[config.mk]
export PLATFORM = sky130hd
export DESIGN_NAME = refresh_scheduler
export DESIGN_NICKNAME = d
export VERILOG_FILES = /design/src/rtl/refsched_pkg.sv /design/src/rtl/refsched_tick.sv /design/src/rtl/refsched_owed.sv /design/src/rtl/refsched_ctrl.sv /design/src/rtl/refsched_row.sv /design/src/rtl/refresh_scheduler.sv
export SDC_FILE = /design/constraint.sdc
export NUM_CORES = 1
export LEC_CHECK = 0
export ABC_AREA = 1
export CAP_MARGIN = 20
export CORE_MARGIN = 2
export CORE_UTILIZATION = 30
export CTS_BUF_LIST = sky130_fd_sc_hd__clkbuf_16
export CTS_CLUSTER_SIZE = 28
export DETAILED_ROUTE_END_ITERATION = 7
export PLACE_DENSITY = 0.46
export SLEW_MARGIN = 20
export SYNTH_ARGS = -nofsm -noshare
export SYNTH_HDL_FRONTEND = slang
export SYNTH_SLANG_ARGS = --single-unit
[constraint.sdc]
create_clock -name clk -period 2.91 [get_ports clk]
set_clock_uncertainty 0.1 [all_clocks]
set_input_delay 0.582 -clock clk [delete_from_list [all_inputs] [get_ports clk]]
set_output_delay 0.582 -clock clk [all_outputs]
set_load 0.005 [all_outputs]
[src/rtl/refsched_pkg.sv]
package refsched_pkg;

    typedef enum logic {
        ST_IDLE = 1'b0,
        ST_BUSY = 1'b1
    } ref_state_e;

    typedef struct packed {
        logic tick;   // interval boundary reached
        logic take;   // grant accepted
        logic done;   // refresh window closing
    } ref_evt_t;

    // Retention time split evenly over the rows; rounded down so the
    // spacing never grows beyond what retention allows.
    function automatic int unsigned interval_cycles(
        input int unsigned ret_us,
        input int unsigned mhz,
        input int unsigned rows
    );
        longint unsigned prod;
        prod = longint'(ret_us) * longint'(mhz);
        return 32'(prod / longint'(rows));
    endfunction

    function automatic int unsigned width_of(input int unsigned n);
        return (n > 1) ? $clog2(n) : 1;
    endfunction

endpackage

[src/rtl/refsched_tick.sv]
module refsched_tick
    import refsched_pkg::*;
#(
    parameter int unsigned INTERVAL = 1000
) (
    input  logic clk,
    input  logic rst,
    output logic tick
);
    localparam int unsigned CW = width_of(INTERVAL);

    logic [CW-1:0] cnt;

    assign tick = (cnt == '0);

    // Free-running: never paused by the arbiter, so the grid stays fixed.
    always_ff @(posedge clk) begin
        if (rst) begin
            cnt <= CW'(INTERVAL - 1);
        end else if (tick) begin
            cnt <= CW'(INTERVAL - 1);
        end else begin
            cnt <= cnt - 1'b1;
        end
    end
endmodule

[src/rtl/refsched_owed.sv]
module refsched_owed
    import refsched_pkg::*;
#(
    parameter int unsigned OWED_MAX = 8
) (
    input  logic clk,
    input  logic rst,
    input  logic tick,
    input  logic take,
    output logic pending
);
    localparam int unsigned OW = width_of(OWED_MAX + 1);

    logic [OW-1:0] owed;

    assign pending = (owed != '0);

    always_ff @(posedge clk) begin
        if (rst) begin
            owed <= '0;
        end else if (tick && !take) begin
            if (owed != OW'(OWED_MAX)) begin
                owed <= owed + 1'b1;
            end
        end else if (take && !tick) begin
            owed <= owed - 1'b1;
        end
    end
endmodule

[src/rtl/refsched_ctrl.sv]
module refsched_ctrl
    import refsched_pkg::*;
#(
    parameter int unsigned BUSY_LEN = 12
) (
    input  logic clk,
    input  logic rst,
    input  logic pending,
    input  logic gnt,
    output logic req,
    output logic active,
    output logic take,
    output logic done
);
    localparam int unsigned BW = width_of(BUSY_LEN);

    ref_state_e    state;
    logic [BW-1:0] bcnt;

    assign req    = pending && (state == ST_IDLE);
    assign active = (state == ST_BUSY);
    assign take   = req && gnt;
    assign done   = active && (bcnt == '0);

    always_ff @(posedge clk) begin
        if (rst) begin
            state <= ST_IDLE;
            bcnt  <= '0;
        end else begin
            case (state)
                ST_IDLE: begin
                    if (take) begin
                        state <= ST_BUSY;
                        bcnt  <= BW'(BUSY_LEN - 1);
                    end
                end
                ST_BUSY: begin
                    if (bcnt == '0) begin
                        state <= ST_IDLE;
                    end else begin
                        bcnt <= bcnt - 1'b1;
                    end
                end
                default: state <= ST_IDLE;
            endcase
        end
    end
endmodule

[src/rtl/refsched_row.sv]
module refsched_row
    import refsched_pkg::*;
#(
    parameter int unsigned ROWS = 8192
) (
    input  logic                      clk,
    input  logic                      rst,
    input  logic                      step,
    output logic [width_of(ROWS)-1:0] row
);
    localparam int unsigned RW = width_of(ROWS);

    always_ff @(posedge clk) begin
        if (rst) begin
            row <= '0;
        end else if (step) begin
            row <= (row == RW'(ROWS - 1)) ? '0 : row + 1'b1;
        end
    end
endmodule

[src/rtl/refresh_scheduler.sv]
module refresh_scheduler
    import refsched_pkg::*;
#(
    parameter int unsigned CLK_MHZ      = 125,
    parameter int unsigned RETENTION_US = 64000,
    parameter int unsigned NUM_ROWS     = 8192,
    parameter int unsigned T_RC_CYC     = 48,
    parameter int unsigned MARGIN_CYC   = 2,
    parameter int unsigned OWED_MAX     = 8,
    localparam int unsigned ROW_W       = width_of(NUM_ROWS)
) (
    input  logic             clk,
    input  logic             rst,
    input  logic             ref_gnt,
    output logic             ref_req,
    output logic             ref_active,
    output logic             stall,
    output logic [ROW_W-1:0] ref_row
);
    localparam int unsigned INTERVAL = interval_cycles(RETENTION_US, CLK_MHZ, NUM_ROWS);
    localparam int unsigned BUSY_LEN = T_RC_CYC + MARGIN_CYC;

    ref_evt_t evt;
    logic     pending;

    refsched_tick #(.INTERVAL(INTERVAL)) tick_i (
        .clk  (clk),
        .rst  (rst),
        .tick (evt.tick)
    );

    refsched_owed #(.OWED_MAX(OWED_MAX)) owed_i (
        .clk     (clk),
        .rst     (rst),
        .tick    (evt.tick),
        .take    (evt.take),
        .pending (pending)
    );

    refsched_ctrl #(.BUSY_LEN(BUSY_LEN)) ctrl_i (
        .clk     (clk),
        .rst     (rst),
        .pending (pending),
        .gnt     (ref_gnt),
        .req     (ref_req),
        .active  (ref_active),
        .take    (evt.take),
        .done    (evt.done)
    );

    refsched_row #(.ROWS(NUM_ROWS)) row_i (
        .clk  (clk),
        .rst  (rst),
        .step (evt.done),
        .row  (ref_row)
    );

    assign stall = ref_req || ref_active;
endmodule

## Word level (Yosys, flattened, before mapping)

Index checks and enable logic that the tools add are counted.

- Word-level logic and storage cells: 41
- Output and inout bits: 16
- Register bits after elaboration: 34

- Reduce and logical (&&, ||, !) cells: 15
- Eq/ne operators: 5
- Bitwise gates (word level): 1
- Multiplexer cells: 10
- Add/subtract/negate cells: 5

Operators with widths:

| kind | number |
|---|---|
| 13-bit by 1-bit adder with 13-bit output (second input constant) | 1 |
| 13-bit equality test (second input constant) | 1 |
| 13-bit 2-to-1 mux | 1 |
| 4-bit 2-to-1 mux | 3 |
| 6-bit 2-to-1 mux | 2 |
| 6-bit one-hot mux with 2 select lines | 1 |
| 10-bit logical NOT | 1 |
| 10-bit by 1-bit subtractor with 10-bit output (second input constant) | 1 |
| 6-bit logical NOT | 1 |
| 2-bit inequality test (second input constant) | 3 |
| 6-bit by 1-bit subtractor with 6-bit output (second input constant) | 1 |
| 1-bit logical AND | 5 |
| 4-bit by 1-bit adder with 4-bit output (second input constant) | 1 |
| 4-bit inequality test (second input constant) | 1 |
| 2-bit AND reduction | 2 |
| 4-bit nonzero test | 1 |
| 4-bit by 1-bit subtractor with 4-bit output (second input constant) | 1 |
| 1-bit logical NOT | 2 |
| 1-bit 2-to-1 mux | 2 |
| 1-bit one-hot mux with 2 select lines | 1 |
| 2-bit nonzero test | 1 |
| 2-bit OR reduction | 1 |
| 1-bit logical OR | 1 |
| 1-bit inverter | 1 |

## Logic depth before layout (Yosys ltp)

Gate-level depths: netlist of the first run.

- Depth after elaboration: 7
- Gate-level depth with buffers: 12

## Hierarchy

A second synthesis of the first run with hierarchy kept.

- Cell total of the unflattened synthesis: 270
- Area total of the unflattened synthesis: 1979.4 um^2

Modules (own cells, without submodules):

| module | cells an instance | seq. area each (um^2) | times used | area each (um^2) |
|---|---|---|---|---|
| refsched_row | 92 | 260.2 | 1 | 673.1 |
| refsched_tick | 60 | 200.2 | 1 | 478.0 |
| refsched_ctrl | 62 | 140.1 | 1 | 466.7 |
| refsched_owed | 53 | 80.1 | 1 | 350.3 |
| refresh_scheduler | 3 | 0.0 | 1 | 11.3 |

## Worst setup path before layout of the first run

Ideal clock, no wire load.

- Kind: reg-to-reg
- Start point: register tick_i.cnt[0]
- End point: register owed_i.owed[3]
- Required time: 2695 ps
- Period minus slack after synthesis: 2091 ps
- Stages on the path, launching flop included: 12
- Setup slack: 819 ps
- Data arrival time: 1876 ps
- Path buffers: 0
- Library setup time: 115 ps
- Cell sequence: dfxtp_1 > inv_1 > ha_1 > nand2_1 > nor3_4 > nand2_1 > ha_1 > a21oi_1 > nand2_1 > nand3b_1 > a21oi_1 > nor2_1

- Cells in the longest elaborated chain, start to end: 5
- Elaborated cells between the ends (all ways): 8

Ends and longest elaborated chain:

| item | RTL line | source |
|---|---|---|
| from (decl) | refsched_tick.sv:12 | `logic [CW-1:0] cnt;` |
| from (signal assigned) | refsched_tick.sv:19 | `cnt <= CW'(INTERVAL - 1);` |
| from (signal assigned) | refsched_tick.sv:21 | `cnt <= CW'(INTERVAL - 1);` |
| from (signal assigned) | refsched_tick.sv:23 | `cnt <= cnt - 1'b1;` |
| 10-bit logical NOT * | refsched_tick.sv:14 | `assign tick = (cnt == '0);` |
| 1-bit logical NOT | refsched_owed.sv:25 | `end else if (take && !tick) begin` |
| 1-bit logical AND | refsched_owed.sv:25 |  |
| 2-bit nonzero test (no line) | n/a |  |
| 2-bit AND reduction (no line) | n/a |  |
| to (signal assigned) | refsched_owed.sv:23 | `owed <= owed + 1'b1;` |
| to (signal assigned) | refsched_owed.sv:26 | `owed <= owed - 1'b1;` |
| to (decl) | refsched_owed.sv:14 | `logic [OW-1:0] owed;` |

Mark *: on every way between the ends. The rest lies on a longest branch, timed or not.
A chain may end at the register's enable or synchronous reset.

## Final worst setup path of the first run

Ends and elaborated chain as after synthesis.

==> results.py, run 1 <==
metrics = {
    "clock_network": {
        "cts_setup_buffers": 0,
        "insertion_delay_ns": 0.27,
        "clk_pin_slew_worst_paths_ns": 0.05,
        "cts-root-buf": "clkbuf_16",
        "cts_sinks": 34,
        "numCtsBuffers": 5,
        "htree_levels": 2,
        "cts_resized": 0,
        "cts_tree": "built",
        "hold_buffers": 0,
        "clock_path_buffers": 2,
    },
    "sta": {
        "timing.fmax_mhz": 434,
        "slew_headroom": 0.736,
        "tightest_slew_ns": 0.394,
        "rsz0062_at_grt": "false",
        "min_period_ns": 2.31,
        "finalCritPeriodShare": 0.792,
        "totalNegativeSetupSlack_ns": 0,
        "setup_violations": 0,
        "timing_hold_violations_final": 0,
        "holdWs_ns": 0.286,
        "finalMaxSlewViolations": 0,
    },
    "routing": {
        "wl_per_cell_um": 10.4,
        "vias": 1550,
        "ant_nets": 0,
        "viasPerCell": 4.57,
        "drt-initial-drc-count": 85,
        "firstDrtPassIters": 4,
        "wl_mm": 3.51,
        "drc": 0,
    },
    "final_layout": {
        "layout-drive-gt1-share": 0.109,
        "final_core_util": 0.391,
        "area_growth_pct": 24.6,
        "fillers": 579,
        "nNetsFinal": 275,
        "n_antenna_cell": 0,
    },
    "setup_path": {
        "critPathMaxFanout": 4,
        "crit_path_start": "tick_i.cnt[0]",
        "r2r_slack_ns": 0.60,
        "end_kind": "flip-flop",
        "r2r-start": "tick_i.cnt[0]",
        "arrival_ns": 2.37,
        "worstSetupPathType": "reg2reg",
        "cp_data_required_time_ns": 2.98,
        "worstSetupStartpointType": "flip-flop",
    },
    "placement": {
        "portBuffers": 18,
        "dpl.hpwl_mm": 2.63,
        "gp_congestion": 0.776,
    },
    "logic_synthesis": {
        "ys_seq_area_frac": 0.391,
        "synth.avg_cell_area_um2": 7.19,
        "synth_top_family_by_area": "simple AND/OR/NAND/NOR gates",
        "synthSimpleGateAreaFrac": 0.379,
        "synth_compound_area_frac": 0.0769,
        "async_flop_share": 0,
        "synthCells": 242,
        "ys_seq_elements": 34,
        "yosys.cell_count.top_type": "nand2_1",
        "yosys-top-cells-area": "dfxtp_1 (39%), nand2_1 (11%), nor2_1 (8.8%)",
        "synth_edf_count": 0,
        "synth_nets": 251,
        "netlist_area_um2": 1740,
        "synth_cell_types": 30,
        "synth-xor-area-share": 0.0302,
        "synthMuxAreaShare": 0,
        "synth_commonest_cells": "nand2_1 (49), nor2_1 (41), dfxtp_1 (34)",
        "ys.flop_type": "dfxtp_1",
        "yosysTopAreaCellShare": 0.391,
        "synth_largest_area_cell": "dfxtp_1",
        "synthAdderAreaFrac": 0.0474,
        "synth_warnings": 0,
    },
    "status": {
        "status": "finished, final reports clean",
    },
    "grt": {
        "grt_overflow_total": 0,
        "grt_max_degree": 12,
        "grt_usage": 0.125,
        "grt_pass1_vias": 1488,
        "antenna_found_initial": 0,
        "grt_pass1_wl_mm": 6.31,
    },
    "power_and_ir_drop": {
        "leakage_nw": 0.932,
        "vdd_drop_max_uv": 319,
        "p_total_mw": 1.90,
        "powerDensity_nw_per_um2": 875,
    },
    "floorplanning": {
        "fp.dieW_um": 80.2,
        "num_io_pins": 19,
        "core_um2": 5540,
        "initial_core_util": 0.314,
        "core.rowCount": 27,
        "die_area_um2": 6430,
        "die_h_um": 80.2,
    },
    "worst_hold_path": {
        "worstHoldStart": "tick_i.cnt[0]",
        "hp-class": "reg2reg",
    },
    "run": {
        "drv_cap": 0,
    },
}
[area by class of cell]
cell class / count / area [um2] / area share
well taps: 72 / 90.1 / 0.0415
repair buffers: 19 / 188 / 0.0866
multi-input cells: 175 / 928 / 0.428
flip-flops and latches: 34 / 681 / 0.314
inverters: 31 / 116 / 0.0537
clock inverters: 3 / 40.0 / 0.0185
clock buffers: 5 / 125 / 0.0577
[state kept, by name, indices dropped and copies added, names as in the netlist]
name	flops
ctrl_i.bcnt	6
owed_i.owed	4
row_i.row	13
tick_i.cnt	10
ctrl_i.active	1
[layer usage]
layer / vias to the layer above / global-route usage / wire, um
met5: - / 0 / 0
met4: 0 / 0.0458 / 24
met3: 2 / 0.0337 / 104
met2: 27 / 0.203 / 1580
met1: 694 / 0.160 / 1800
li1: 827 / - / -
[critical path: stages, from the launching register on]
cell and delay (ns):
dfxtp_1 0.30, inv_1 0.10, ha_1 0.21, nand2_1 0.15, nor3_4 0.26, nand2_1 0.15, ha_1 0.35, a21oi_1 0.13
nand2_1 0.08, nand3b_1 0.17, a21oi_1 0.15, nor2_1 0.06
[layout by cell type (no fill, tap or decap), types with 2 or more instances in the layout]
| cell type | Yosys | layout |
|---|---|---|
| a21oi_1 | 16 | 16 |
| clkbuf_16 | 0 | 5 |
| clkdlybuf4s50_1 | 0 | 18 |
| clkinv_2 | 0 | 2 |
| dfxtp_1 | 34 | 34 |
| ha_1 | 5 | 5 |
| inv_1 | 24 | 24 |
| inv_2 | 7 | 7 |
| nand2_1 | 49 | 49 |
| nand2_2 | 5 | 5 |
| nand3_1 | 17 | 17 |
| nand3_2 | 2 | 2 |
| nand4_1 | 7 | 7 |
| nor2_1 | 41 | 41 |
| nor3_1 | 8 | 8 |
| nor3_4 | 2 | 2 |
| o21ai_0 | 5 | 5 |
| xnor2_1 | 3 | 3 |
| xor2_1 | 3 | 3 |
[metrics by stage]
step / cell area (um2) / std cells / setup slack, ns
5_1_grt: 2170 / 339 / 0.378
3_5_place_dp: 2000 / 331 / 0.437
2_1_floorplan: 1740 / 242 / 0.819
3_3_place_gp: 2000 / 331 / 0.473
6_report: 2170 / 339 / 0.604
4_1_cts: 2170 / 339 / 0.599
[logic make-up after synthesis]
group | Yosys count
simple gates | 138
fa+ha+maj | 6
compound gates | 25
xor+xnor | 6
flops | 34
buf+inv | 33
[worst paths after layout]
check	endpoint	cells after the start
worst max-delay path	owed_i.owed[3]	11
worst min-delay path	tick_i.cnt[0]	1
worst max register to register	owed_i.owed[3]	11
worst min register to register	tick_i.cnt[0]	1
[power by group]
group / leakage, nW / internal [mW] / switching, mW
logic: 0.572 / 0.298 / 0.388
clock network: 0.0836 / 0.400 / 0.194
registers: 0.277 / 0.545 / 0.0723
Power figures use the tool's default switching activity.
==> run 2, diff against run 1 <==
==> constraint.sdc (replaced) <==
create_clock -name clk -period 2.4 [get_ports clk]
set_clock_uncertainty 0.1 [all_clocks]
set_input_delay 0.48 -clock clk [delete_from_list [all_inputs] [get_ports clk]]
set_output_delay 0.48 -clock clk [all_outputs]
set_load 0.005 [all_outputs]
==> results.py, run 2 (synthesis gave the netlist of run 1 again) <==
metrics = {
    "grt": {
        "grt_usage": 0.123,
        "antenna_found_initial": 0,
        "grt_overflow_total": 0,
        "grt_pass1_wl_mm": 6.26,
        "grt_pass1_vias": 1428,
        "grt_max_degree": 12,
    },
    "floorplanning": {
        "fp.dieW_um": 80.2,
        "die_area_um2": 6430,
        "num_io_pins": 19,
        "initial_core_util": 0.314,
        "core.rowCount": 27,
        "core_um2": 5540,
        "die_h_um": 80.2,
    },
    "routing": {
        "firstDrtPassIters": 4,
        "wl_per_cell_um": 10.2,
        "vias": 1521,
        "ant_nets": 0,
        "drc": 0,
        "viasPerCell": 4.42,
        "wl_mm": 3.50,
        "drt-initial-drc-count": 57,
    },
    "clock_network": {
        "insertion_delay_ns": 0.28,
        "cts_tree": "built",
        "numCtsBuffers": 5,
        "cts-root-buf": "clkbuf_16",
        "cts_sinks": 34,
        "clk_pin_slew_worst_paths_ns": 0.05,
        "clock_path_buffers": 2,
        "htree_levels": 2,
    },
    "sta": {
        "timing_hold_violations_final": 0,
        "holdWs_ns": 0.289,
        "finalCritPeriodShare": 0.930,
        "finalMaxSlewViolations": 0,
        "setup_violations": 0,
        "timing.fmax_mhz": 448,
        "min_period_ns": 2.23,
        "tightest_slew_ns": 0.299,
        "slew_headroom": 0.800,
        "worst_slack_ns": 0.167,
    },
    "final_layout": {
        "largest_reg_flops": 13,
        "area_growth_pct": 25.6,
        "fillers": 580,
        "top_regs": "row_i.row (13), tick_i.cnt (10), ctrl_i.bcnt (6)",
        "n_antenna_cell": 0,
        "nNetsFinal": 280,
        "top_register": "row_i.row",
        "layout-drive-gt1-share": 0.129,
        "layout_commonest_cell": "nand2_1",
        "final_cell_mix": "nand2_1 (47), nor2_1 (41), dfxtp_1 (34)",
    },
    "setup_path": {
        "worstSetupStartpointType": "flip-flop",
        "end_kind": "flip-flop",
        "worstSetupPathType": "reg2reg",
        "r2r_slack_ns": 0.17,
        "r2r-start": "tick_i.cnt[0]",
        "cp_data_required_time_ns": 2.47,
        "critPathMaxFanout": 4,
        "arrival_ns": 2.30,
        "reg2reg_to": "owed_i.owed[3]",
        "crit_path_start": "tick_i.cnt[0]",
        "rr_worst_depth": 11,
        "cp-endpoint": "owed_i.owed[3]",
    },
    "power_and_ir_drop": {
        "p_total_mw": 2.19,
        "vdd_drop_max_uv": 379,
        "powerDensity_nw_per_um2": 1000,
        "leakage_nw": 0.946,
    },
    "worst_hold_path": {
        "worstHoldStart": "tick_i.cnt[0]",
        "hp-class": "reg2reg",
    },
    "placement": {
        "pre_cts_slack_ns": 0.0999,
        "gp_congestion": 0.744,
        "portBuffers": 18,
        "dpl.hpwl_mm": 2.67,
    },
    "status": {
        "status": "finished, final reports clean",
    },
    "run": {
        "drv_cap": 0,
    },
}
## run 2: how the worst min path moves through the flow
stage,to,slack [ns],depth (start not counted)
2_1_floorplan,tick_i.cnt[0],0.27,1
3_3_place_gp,tick_i.cnt[0],0.28,1
3_5_place_dp,tick_i.cnt[0],0.28,1
4_1_cts,tick_i.cnt[0],0.29,1
5_1_grt,tick_i.cnt[0],0.30,1
6_report,tick_i.cnt[0],0.29,1
## run 2: through the flow
stage,instances,utilization,TNS [ns],instance area [um2]
3_3_place_gp,333,0.364,0,2020
5_1_grt,344,0.395,-0.0174,2190
2_1_floorplan,242,-,0,1740
6_report,344,0.395,0,2190
4_1_cts,341,0.389,0,2160
3_5_place_dp,333,0.364,0,2020
## run 2: timing repair
item	CTS	global route
setup buffers	0	3
hold buffers	0	0
gates resized for setup	0	3
endpoints found under the setup margin	0	1
## run 2: area by class of cell
| class | instances | area [um2] | area share |
|---|---|---|---|
| Clock buffer | 5 | 125 | 0.0572 |
| Sequential cell | 34 | 681 | 0.311 |
| Tap cell | 72 | 90.1 | 0.0412 |
| Clock inverter | 3 | 12.5 | 0.00572 |
| Multi-Input combinational cell | 175 | 936 | 0.428 |
| Inverter | 31 | 116 | 0.0532 |
| Timing Repair Buffer | 24 | 225 | 0.103 |
## run 2: layer usage
layer  track usage  vias to the layer above  part of all wire
met1         0.161                      665              0.52
li1              -                      837                 -
met4        0.0508                        0             0.016
met5             0                        -                 0
met3        0.0382                        5             0.030
met2         0.188                       14              0.44
## run 2: worst max-delay path, stage by stage (launching register included)
cell and delay (ns):
dfxtp_1 0.30, inv_1 0.11, ha_2 0.22, nand2_2 0.10
nor3_4 0.26, nand2_2 0.11, ha_1 0.33, a21oi_1 0.14
nand2_1 0.07, nand3b_1 0.17, a21oi_1 0.16, nor2_1 0.06
## run 2: where the power goes
part,internal [mW],total (mW),switching (mW)
clock,0.375,0.603,0.228
combinational,0.377,0.844,0.466
sequential,0.661,0.747,0.0864
total,1.41,2.19,0.781
==> run 3, diff against run 2 <==
--- a/config.mk
+++ b/config.mk
@@ -7,7 +7,6 @@
 export LEC_CHECK = 0
 export ABC_AREA = 1
 export CAP_MARGIN = 20
-export CORE_MARGIN = 2
 export CORE_UTILIZATION = 30
 export CTS_BUF_LIST = sky130_fd_sc_hd__clkbuf_16
 export CTS_CLUSTER_SIZE = 28
==> results.py, run 3 (synthesis gave the netlist of run 1 again) <==
metrics = {
    "status": {
        "status": "finished, final reports clean",
    },
    "routing": {
        "firstDrtPassIters": 4,
        "ant_nets": 0,
        "wl_per_cell_um": 9.99,
        "drt-initial-drc-count": 67,
        "viasPerCell": 4.46,
        "wl_mm": 3.41,
        "drc": 0,
        "vias": 1522,
    },
    "grt": {
        "grt_pass1_vias": 1457,
        "grt_pass1_wl_mm": 6.26,
        "grt_overflow_total": 0,
        "antenna_found_initial": 0,
        "grt_max_degree": 12,
        "grt_usage": 0.128,
    },
    "clock_network": {
        "numCtsBuffers": 5,
        "hold_buffers": 0,
        "cts_tree": "built",
        "clock_path_buffers": 2,
        "cts-root-buf": "clkbuf_16",
        "cts_sinks": 34,
        "cts_setup_buffers": 0,
        "cts_resized": 0,
        "htree_levels": 2,
        "clk_pin_slew_worst_paths_ns": 0.05,
        "insertion_delay_ns": 0.28,
    },
    "sta": {
        "tightest_slew_ns": 0.294,
        "finalMaxSlewViolations": 0,
        "totalNegativeSetupSlack_ns": 0,
        "setup_violations": 0,
        "timing_hold_violations_final": 0,
        "timing.fmax_mhz": 468,
        "rsz0062_at_grt": "false",
        "min_period_ns": 2.14,
        "finalCritPeriodShare": 0.890,
        "slew_headroom": 0.803,
    },
    "power_and_ir_drop": {
        "power.switching_mw": 0.785,
        "switching_share": 0.356,
        "vdd_drop_max_uv": 575,
        "leakage_nw": 0.933,
        "p_comb_frac": 0.387,
        "powerDensity_nw_per_um2": 1010,
        "p_int_mw": 1.42,
        "pwr-share-seq": 0.340,
        "clkPwrFrac": 0.273,
    },
    "floorplanning": {
        "die_area_um2": 6110,
        "fp.dieW_um": 78.2,
        "num_io_pins": 19,
        "die_h_um": 78.2,
        "core_um2": 5540,
        "core.rowCount": 27,
        "initial_core_util": 0.314,
    },
    "setup_path": {
        "path_cells": "inv_1 -> ha_1 -> nand2_2 -> nor3_4 -> nand2_2 -> ha_4 -> a21oi_1 -> nand2_1 -> nand3b_1 -> a21oi_1 -> nor2_1",
        "arrival_ns": 2.20,
        "slowest_delay_ns": 0.30,
        "rr_worst_depth": 11,
        "end_kind": "flip-flop",
        "critPathMaxFanout": 4,
        "worstSetupStartpointType": "flip-flop",
        "cp.buffers_inverters": 1,
        "path_delay_family": "simple AND/OR/NAND/NOR gates",
        "reg2reg_to": "owed_i.owed[3]",
        "worstSetupPathType": "reg2reg",
        "r2r-start": "tick_i.cnt[0]",
        "cp_data_required_time_ns": 2.47,
        "r2r_slack_ns": 0.26,
        "slowest_stage": "dfxtp_1",
    },
    "final_layout": {
        "layout_commonest_cell": "nand2_1",
        "layout-drive-gt1-share": 0.119,
        "top_regs": "row_i.row (13), tick_i.cnt (10), ctrl_i.bcnt (6)",
        "largest_reg_flops": 13,
        "top_register": "row_i.row",
        "n_antenna_cell": 0,
        "final_cell_mix": "nand2_1 (47), nor2_1 (41), dfxtp_1 (34)",
        "fillers": 591,
        "area_growth_pct": 24.9,
        "nNetsFinal": 277,
        "finalNonFillerCells": 341,
    },
    "worst_hold_path": {
        "holdPathStages": 1,
        "worstHoldStart": "tick_i.cnt[0]",
        "hp-class": "reg2reg",
        "hold_end": "tick_i.cnt[0]",
    },
    "placement": {
        "dpl.hpwl_mm": 2.59,
        "place_inst": 333,
        "portBuffers": 18,
        "gp_congestion": 0.774,
    },
    "run": {
        "drv_cap": 0,
    },
}
[run 3: cell types whose count changed in the layout (fill, tap and decap cells not counted)]
cell,change
buf_4,-3
ha_4,+1
ha_2,-1
[run 3: stage by stage]
stage	hold slack [ns]	cell area (um2)	utilization	worst slack [ns]	power [mW]
global placement	0.275	2020	0.364	0.166	1.62
detailed placement	0.277	2020	0.364	0.149	1.60
CTS	0.288	2160	0.389	0.134	2.23
finish	0.293	2170	0.392	0.264	2.21
floorplan	0.266	1740	-	0.309	1.35
global route	0.310	2170	0.392	0.0603	2.42
[run 3: cell type report]
cell class | count | area (um2) | area share
sequential | 34 | 681 | 0.313
tap | 72 | 90.1 | 0.0415
clock buffer | 5 | 125 | 0.0576
inverter | 31 | 116 | 0.0535
clock inverter | 3 | 12.5 | 0.00576
timing repair buffer | 21 | 203 | 0.0933
multi-input combinational | 175 | 946 | 0.435
[run 3: worst max path at each step]
| stage | start | end | cells after the start |
|---|---|---|---|
| 6_report | tick_i.cnt[0] | owed_i.owed[3] | 11 |
| 5_1_grt | tick_i.cnt[0] | owed_i.owed[3] | 11 |
| 4_1_cts | tick_i.cnt[0] | owed_i.owed[3] | 11 |
| 3_5_place_dp | tick_i.cnt[0] | owed_i.owed[3] | 11 |
| 3_3_place_gp | ref_gnt | owed_i.owed[3] | 9 |
| 2_1_floorplan | tick_i.cnt[0] | owed_i.owed[3] | 11 |
[run 3: worst register-to-register path, delay by kind of cell (launching register included)]
| family | cells | cell delay [ns] |
|---|---|---|
| simple gates | 6 | 0.80 |
| fa+ha+maj | 2 | 0.46 |
| flops | 1 | 0.30 |
| compound gates | 2 | 0.27 |
| buf+inv | 1 | 0.10 |
[run 3: per-layer routing]
metal  GRT usage  share of wire  vias to the layer above
met5           0              0                        -
met4      0.0556          0.017                        0
met3      0.0314          0.030                        6
met2       0.201           0.43                       17
met1       0.166           0.53                      665
li1            -              -                      834
[run 3: power groups by stage]
stage | sequential [mW] | clock [mW] | combinational (mW)
3_3_place_gp | 0.763 | 0 | 0.853
2_1_floorplan | 0.743 | 0 | 0.608
4_1_cts | 0.748 | 0.628 | 0.851
5_1_grt | 0.767 | 0.655 | 0.997
3_5_place_dp | 0.759 | 0 | 0.845
6_report | 0.750 | 0.603 | 0.853
